`config.mk`:
```
export PLATFORM = sky130hd
export DESIGN_NAME = failsafe_timer
export DESIGN_NICKNAME = d
export VERILOG_FILES = /design/src/rtl/ftm_pkg.sv /design/src/rtl/ftm_gap_tracker.sv /design/src/rtl/ftm_len_counter.sv /design/src/rtl/ftm_flag_ctl.sv /design/src/rtl/failsafe_timer.sv
export SDC_FILE = /design/constraint.sdc
export NUM_CORES = 1
export LEC_CHECK = 0
export ABC_AREA = 1
export BUFFER_PORTS_ARGS = -buffer_cell sky130_fd_sc_hd__buf_2
export CORE_AREA = 2 2 58 60
export DETAILED_ROUTE_END_ITERATION = 6
export DIE_AREA = 0 0 60 62
export PLACE_DENSITY = 0.59
export SLEW_MARGIN = 0
export SYNTH_ARGS = -nofsm -noshare
export SYNTH_HDL_FRONTEND = slang
export SYNTH_SLANG_ARGS = --single-unit
```
`constraint.sdc`:
```
create_clock -name clk -period 1.9 [get_ports clk]
set_input_delay 0.38 -clock clk [delete_from_list [all_inputs] [get_ports clk]]
set_output_delay 0.38 -clock clk [all_outputs]
set_load 0.01 [all_outputs]
```
`src/rtl/ftm_pkg.sv`:
```
package ftm_pkg;

  typedef enum logic [1:0] {
    FLAG_HOLD  = 2'd0,
    FLAG_SET   = 2'd1,
    FLAG_CLEAR = 2'd2
  } flag_op_e;

  function automatic flag_op_e pick_flag_op(input logic overrun,
                                            input logic clear_req);
    if (clear_req)    return FLAG_CLEAR;
    else if (overrun) return FLAG_SET;
    else              return FLAG_HOLD;
  endfunction

endpackage

```
`src/rtl/ftm_gap_tracker.sv`:
```
module ftm_gap_tracker #(
  parameter int GAP_LIMIT = 36
) (
  input  logic clk,
  input  logic rst_n,
  input  logic tx_active,
  output logic gap_expired
);

  localparam int IDLE_MAX = GAP_LIMIT + 1;
  localparam int IW       = $clog2(IDLE_MAX + 1);
  localparam logic [IW-1:0] GAP_W  = IW'(GAP_LIMIT);
  localparam logic [IW-1:0] IMAX_W = IW'(IDLE_MAX);

  logic [IW-1:0] idle_q, idle_d;
  logic          idle_en;

  always_comb begin
    idle_en = 1'b0;
    idle_d  = idle_q;
    if (tx_active) begin
      idle_en = (idle_q != '0);
      idle_d  = '0;
    end else if (idle_q != IMAX_W) begin
      idle_en = 1'b1;
      idle_d  = idle_q + 1'b1;
    end
  end

  always_ff @(posedge clk or negedge rst_n) begin
    if (!rst_n)       idle_q <= '0;
    else if (idle_en) idle_q <= idle_d;
  end

  assign gap_expired = !tx_active && (idle_q == GAP_W);


  idle_bound_chk: assert property (@(posedge clk) disable iff (!rst_n)
    idle_q <= IMAX_W);


  idle_restart_chk: assert property (@(posedge clk) disable iff (!rst_n)
    tx_active |=> idle_q == '0);

endmodule

```
`src/rtl/ftm_len_counter.sv`:
```
module ftm_len_counter #(
  parameter int MSG_LIMIT = 9216
) (
  input  logic clk,
  input  logic rst_n,
  input  logic tx_active,
  input  logic gap_expired,
  output logic overrun
);

  localparam int LW = $clog2(MSG_LIMIT + 1);
  localparam logic [LW-1:0] LIM_W = LW'(MSG_LIMIT);

  logic [LW-1:0] len_q, len_d;
  logic          len_en;

  always_comb begin
    len_en = 1'b0;
    len_d  = len_q;
    if (gap_expired) begin
      len_en = (len_q != '0);
      len_d  = '0;
    end else if (tx_active && (len_q != LIM_W)) begin
      len_en = 1'b1;
      len_d  = len_q + 1'b1;
    end
  end

  always_ff @(posedge clk or negedge rst_n) begin
    if (!rst_n)      len_q <= '0;
    else if (len_en) len_q <= len_d;
  end

  assign overrun = tx_active && (len_q == LIM_W);


  gap_zero_chk: assert property (@(posedge clk) disable iff (!rst_n)
    gap_expired |=> len_q == '0);


  len_step_chk: assert property (@(posedge clk) disable iff (!rst_n)
    (tx_active && len_q != LIM_W) |=> len_q == $past(len_q) + 1'b1);


  len_keep_chk: assert property (@(posedge clk) disable iff (!rst_n)
    (!tx_active && !gap_expired) |=> $stable(len_q));

endmodule

```
`src/rtl/ftm_flag_ctl.sv`:
```
module ftm_flag_ctl
  import ftm_pkg::*;
(
  input  logic clk,
  input  logic rst_n,
  input  logic overrun,
  input  logic addr_match,
  input  logic mrst_n,
  output logic fail_q
);

  flag_op_e op;
  logic     fail_d;
  logic     fail_en;

  always_comb begin
    op      = pick_flag_op(overrun, addr_match || !mrst_n);
    fail_en = 1'b0;
    fail_d  = fail_q;
    case (op)
      FLAG_SET:   begin fail_en = !fail_q; fail_d = 1'b1; end
      FLAG_CLEAR: begin fail_en = fail_q;  fail_d = 1'b0; end
      default:    begin fail_en = 1'b0;    fail_d = fail_q; end
    endcase
  end

  always_ff @(posedge clk or negedge rst_n) begin
    if (!rst_n)       fail_q <= 1'b0;
    else if (fail_en) fail_q <= fail_d;
  end


  overrun_set_chk: assert property (@(posedge clk) disable iff (!rst_n)
    (overrun && mrst_n && !addr_match) |=> fail_q);


  addr_clear_chk: assert property (@(posedge clk) disable iff (!rst_n)
    addr_match |=> !fail_q);


  mrst_clear_chk: assert property (@(posedge clk) disable iff (!rst_n)
    !mrst_n |=> !fail_q);


  flag_sticky_chk: assert property (@(posedge clk) disable iff (!rst_n)
    (fail_q && mrst_n && !addr_match) |=> fail_q);

endmodule

```
`src/rtl/failsafe_timer.sv`:
```
module failsafe_timer #(
  parameter int MSG_LIMIT = 9216,
  parameter int GAP_LIMIT = 36
) (
  input  logic clk,
  input  logic rst_n,
  input  logic tx_active,
  input  logic addr_match,
  input  logic mrst_n,
  output logic fail_flag,
  output logic drive_en
);

  logic gap_expired;
  logic overrun;
  logic fail_q;

  ftm_gap_tracker #(.GAP_LIMIT(GAP_LIMIT)) u_gap (
    .clk         (clk),
    .rst_n       (rst_n),
    .tx_active   (tx_active),
    .gap_expired (gap_expired)
  );

  ftm_len_counter #(.MSG_LIMIT(MSG_LIMIT)) u_len (
    .clk         (clk),
    .rst_n       (rst_n),
    .tx_active   (tx_active),
    .gap_expired (gap_expired),
    .overrun     (overrun)
  );

  ftm_flag_ctl u_flag (
    .clk        (clk),
    .rst_n      (rst_n),
    .overrun    (overrun),
    .addr_match (addr_match),
    .mrst_n     (mrst_n),
    .fail_q     (fail_q)
  );

  assign fail_flag = fail_q;
  assign drive_en  = !fail_q;


  clear_wins_chk: assert property (@(posedge clk) disable iff (!rst_n)
    (overrun && addr_match) |=> !fail_flag);

endmodule

```
======== Yosys cells after proc, flatten, opt, wreduce, memory -nomap -nowiden ========
Cells that the tools add are included.
operators by class
  reductions and logical operators ........ 15
  add/sub/neg operators ................... 2
  multiplexer cells ....................... 12
  equal/unequal tests ..................... 6
operators by type and width
  cell                                                             number
  14-bit two-way mux                                               2
  14-bit by 1-bit adder with 14-bit output, second input constant  1
  14-bit == test, second input constant                            1
  14-bit inequality test, second input constant                    1
  14-bit nonzero test                                              1
  6-bit two-way mux                                                2
  6-bit by 1-bit adder with 6-bit output, second input constant    1
  6-bit == test, second input constant                             1
  6-bit inequality test, second input constant                     1
  2-bit AND reduction                                              3
  2-bit nonzero test                                               3
  6-bit nonzero test                                               1
  1-bit two-way mux                                                5
  1-bit one-hot mux with 2 select lines                            2
  1-bit logical AND                                                3
  1-bit logical NOT                                                3
  2-bit by 1-bit == test with 1-bit output, second input constant  1
  2-bit == test, second input constant                             1
  2-bit two-way mux                                                1
  1-bit logical OR                                                 1
storage, ports and cells
  output and inout port bits .............. 2
  logic and storage cells ................. 38
  register bits ........................... 21
  input port bits ......................... 5

======== Longest topological paths before layout ========
  depth in word-level cells ............... 7
  gate-level depth with buffers ........... 11
  depth with buffers taken out ............ 10

======== Modules after synthesis ========
From an unflattened synthesis, not the netlist that was laid out.
unflattened totals
  cells, all modules ...................... 217
  area, all modules ....................... 1497.7 sq um
modules (own cells, without submodules)
  module           area an instance (sq um)  seq. area each (sq um)  cells each  times used
  ftm_len_counter  1028.5                    350.3                   160         1
  ftm_gap_tracker  425.4                     150.1                   51          1
  ftm_flag_ctl     40.0                      25.0                    5           1
  failsafe_timer   3.8                       0.0                     1           1

======== Worst setup path before layout ========
OpenSTA, ideal clock, no wires.
  path type ............................... reg-to-reg
  from .................................... register u_gap.idle_q[0]
  to ...................................... register u_len.len_q[5]
  cell stages (with the launch flop) ...... 11
  clock period less this slack ............ 1433 ps
  arrival time ............................ 1315 ps
  path buffers ............................ 1
  library setup time ...................... 118 ps
  slack ................................... 467 ps
  data required time ...................... 1782 ps
  path through ............................ dfrtp_1 -> inv_1 -> ha_1 -> nand4_4 -> clkinv_4 -> nand2_4 -> nand2_8 -> inv_4 -> buf_6 -> nand2_1 -> nand2_1
between the ends
  cells in the longest elaborated chain, start to end .. 4
  elaborated cells between the ends (all ways) .. 6
  those cells by class .................... eq/ne (1); mux (2); reduce/logical (3)
ends and longest elaborated chain
  element                                                                   line                   source
  start: declaration                                                        ftm_gap_tracker.sv:15  logic [IW-1:0] idle_q, idle_d;
  start signal: assignment                                                  ftm_gap_tracker.sv:32  else if (idle_en) idle_q <= idle_d;
  6-bit == test (*)                                                         ftm_gap_tracker.sv:35  assign gap_expired = !tx_active && (idle_q == GAP_W);
  1-bit logical AND (*)                                                     ftm_gap_tracker.sv:35
  2-bit nonzero test (no source line) or 1-bit two-way mux (tied branches)  -
  2-bit AND reduction (no source line)                                      -
  end signal: assignment                                                    ftm_len_counter.sv:31  else if (len_en) len_q <= len_d;
  end: declaration                                                          ftm_len_counter.sv:14  logic [LW-1:0] len_q, len_d;
Mark *: on every way between the ends. The rest lies on a longest branch, timed or not.
A chain may end at the register's enable or synchronous reset.

======== Worst setup path after layout ========
  from .................................... register u_gap.idle_q[0]
  to ...................................... register u_len.len_q[6]
The elaborated chain is that of the path after synthesis.

==> tab_implementation.tex <==
\begin{tabular}{lr}
\hline
Metric & Value \\
\hline
\multicolumn{2}{l}{\textbf{Outcome}} \\
Status & completed \\
\multicolumn{2}{l}{\textbf{CTS}} \\
Post-cts resize count & 0 \\
CTS Buf Count & 3 \\
Clock sink count & 21 \\
Post-CTS Setup Inserts & 0 \\
CTS tree & built \\
Number of buffers on the longest clock path & 2 \\
Clock Latency Late Sink & roughly 0.3 ns \\
CTS root buffer & sky130\_fd\_sc\_hd\_\_clkbuf\_4 \\
Total of hold buffers inserted after clock tree synthesis & 0 \\
Clk slew on worst S/H paths & $\sim$0.12 ns \\
H-tree depth reported by CTS & 1 \\
\multicolumn{2}{l}{\textbf{STA}} \\
Slack of the critical path & around 0.29 ns \\
Share of the cycle needed by the critical path after routing & between 80\% and 90\% \\
Slew at the pin closest to its max-slew limit & around 0.48 ns \\
Final setup skew & around 0.0060 ns \\
Final setup violation count & 0 \\
Sum of negative setup slack & 0 ns \\
Unrepaired setup endpoints after global routing & no \\
Fin crit period & 1.61 ns \\
Relative slew slack & about 68\% \\
FMAX & $\sim$0.62 GHz \\
Slew Viols, Final & 0 \\
Count of endpoints failing hold in the final timing report & 0 \\
\multicolumn{2}{l}{\textbf{Logic synthesis}} \\
Post-synthesis instance total & between 150 and 200 \\
Net count of the mapped netlist & $\sim$200 \\
Top cell type's share of synthesized area & between 30 and 40\% \\
Syn Std Cell Area & 1390 sq um \\
Count of cell types in the netlist & 23 \\
Sequential area share after synthesis & between 30\% and 40\% \\
Warnings from Yosys & 0 \\
Number of register bits inferred by synthesis & 21 \\
Top area cells in the synthesized netlist & sky130\_fd\_sc\_hd\_\_dfrtp\_1, sky130\_fd\_sc\_hd\_\_nand2\_1, sky130\_fd\_sc\_hd\_\_nor2\_1 \\
Largest area contributor in the netlist & sky130\_fd\_sc\_hd\_\_dfrtp\_1 \\
Mean area per synthesized cell & 7.12 sq um \\
\multicolumn{2}{l}{\textbf{Placed design}} \\
Detailed placement HPWL & around 2200 microns \\
Number of buffers added on ports & 6 \\
Weighted congestion at the end of routability-driven global placement & a little over 0.8 \\
Worst-case setup slack after placement & between 0.3 and 0.4 ns \\
DP Cell Count & about 250 \\
\multicolumn{2}{l}{\textbf{Detailed routing}} \\
Routed vias & roughly 1,200 \\
Drt total wl & 2900 microns \\
WL per Instance & between 10 and 15 microns \\
Final ANT Viol Nets & 0 \\
Count of unresolved DRC violations after routing & 0 \\
Initial detailed-routing violation count & 79 \\
Number of vias per cell & $\sim$4.9 \\
Initial DRT Pass Iterations & 4 \\
\multicolumn{2}{l}{\textbf{Final layout}} \\
Most common cell after layout, fill and taps aside & sky130\_fd\_sc\_hd\_\_nand2\_1 \\
Number of non-filler instances in the completed layout & 249 \\
Antenna cells & 0 \\
Net count reported at finish & roughly 210 \\
Share of post-route cells with drive strength above 1 & 10.3\% \\
Filler cells & roughly 320 \\
Most frequent cells in the layout & sky130\_fd\_sc\_hd\_\_nand2\_1, sky130\_fd\_sc\_hd\_\_nor2\_1, sky130\_fd\_sc\_hd\_\_dfrtp\_1 \\
Area growth from synthesis to layout & 6.58\% \\
\multicolumn{2}{l}{\textbf{Setup path}} \\
Required time at the endpoint of the critical path & $\sim$2.1 ns \\
Capturing element type of the critical path & flop \\
Worst setup SP type & flop \\
CP Data Arrival Time & roughly 1.8 ns \\
Crit Path Category & flop to flop \\
Depth of the worst register-to-register path & 9 \\
Worst Path Max Fanout & 16 \\
\multicolumn{2}{l}{\textbf{Floorplanning}} \\
Die ar. & between 3000 and 4000 sq um \\
Ports placed on the boundary & 7 \\
Die X & about 60 microns \\
Cell row count & 21 \\
Initial Utilization & 43.6\% \\
Vert. Die Dim & 62 microns \\
Placeable Area & $\sim$3200 sq um \\
\multicolumn{2}{l}{\textbf{Power and ir drop}} \\
Leak Pwr & around 0.00078 uW \\
Overall power of the completed layout & between 1000 and 1500 uW \\
Maximum resistive drop on vdd & 309 uV \\
Power density over the cells & between 700 and 800 nW/um\^{}2 \\
\multicolumn{2}{l}{\textbf{Global route}} \\
Overflow left after global routing & 0 \\
Aggregate global-route resource usage & between 10\% and 20\% \\
Wire length of the first global-routing pass & $\sim$5000 microns \\
Largest net degree at the start of global routing & 22 \\
Number of global-route vias before repair & between 1,000 and 1,500 \\
Initial antenna violation count & 0 \\
\multicolumn{2}{l}{\textbf{Hold path}} \\
Type of the most critical hold path & input port to asynchronous set/reset pin \\
\multicolumn{2}{l}{\textbf{Job}} \\
Number of max-cap violations & 0 \\
\hline
\end{tabular}
## state kept, by name (all words and copies together) (netlist names)
| name | count |
|---|---|
| u_gap.idle_q | 6 |
| u_flag.fail_q | 1 |
| u_len.len_q | 14 |
## layer usage
layer	GRT usage (%)	up-vias	part of all wire, %
li1	-	627	-
met2	31.7	13	51
met3	2.69	4	2.0
met4	5.40	0	0.79
met5	0	-	0
met1	21.5	586	46
## final timing paths
path / startpoint / endpoint / slack [ns]
hold / removal: rst_n / u_len.len_q[4] / 0.01
setup / recovery: u_gap.idle_q[0] / u_len.len_q[6] / 0.29
min in group clk: addr_match / u_flag.fail_q / 0.20
hold reg to reg: u_len.len_q[0] / u_len.len_q[0] / 0.55
max in group asynchronous: rst_n / u_len.len_q[10] / 1.56
setup reg to reg: u_gap.idle_q[0] / u_len.len_q[6] / 0.29
## area by class of cell
type	instances	area [sq um]	share of cell area, %
clock buffers	4	26.3	1.78
inverters	23	93.8	6.35
multi-input cells	149	746	50.4
flip-flops and latches	21	526	35.5
well taps	46	57.6	3.89
repair buffers	6	30.0	2.03
## report_power, final
group,internal [uW],switching [uW]
Clock,81.8,135
Combinational,136,201
Sequential,519,98.1
Total,737,433
## cells in the mapped netlist, drive strengths merged
library cell,n
nor3,2
inv,22
dfrtp,21
o21ai,8
nand4,6
a21oi,2
xor2,7
ha,5
nor2,28
clkinv,1
buf,2
nand3,19
or2,1
nand2,71
## worst max-delay path, cell delays in order, from the launching register on
cell and delay (ns):
sky130_fd_sc_hd__dfrtp_1 0.46, sky130_fd_sc_hd__inv_1 0.09, sky130_fd_sc_hd__ha_1 0.21, sky130_fd_sc_hd__nand4_4 0.19, sky130_fd_sc_hd__clkinv_4 0.15, sky130_fd_sc_hd__nand2_4 0.07, sky130_fd_sc_hd__nand2_8 0.12, sky130_fd_sc_hd__inv_4 0.09
sky130_fd_sc_hd__nand2_1 0.06, sky130_fd_sc_hd__nand2_1 0.05
## through the flow
stage	utilization (%)	hold WS (ns)	instance area (sq um)
finish	46.5	0.0133	1480
global placement	45.7	0.373	1450
global route	46.5	0.0452	1480
CTS	46.5	0.0283	1480
detailed placement	45.7	0.366	1450
floorplan	-	0.0844	1390
## cell families (layout without fill, tap and decap cells)
group	after synthesis	count (layout)	synth area share, %
AO/OA/AOI/OAI	10	10	3.61
buffers and inverters	25	33	8.39
AND/OR/NAND/NOR	127	127	41.2
adder cells (fa/ha/maj)	5	5	4.51
XOR/XNOR	7	7	4.42
flip-flops	21	21	37.9
No activity file was read; power rests on OpenSTA's default activity.
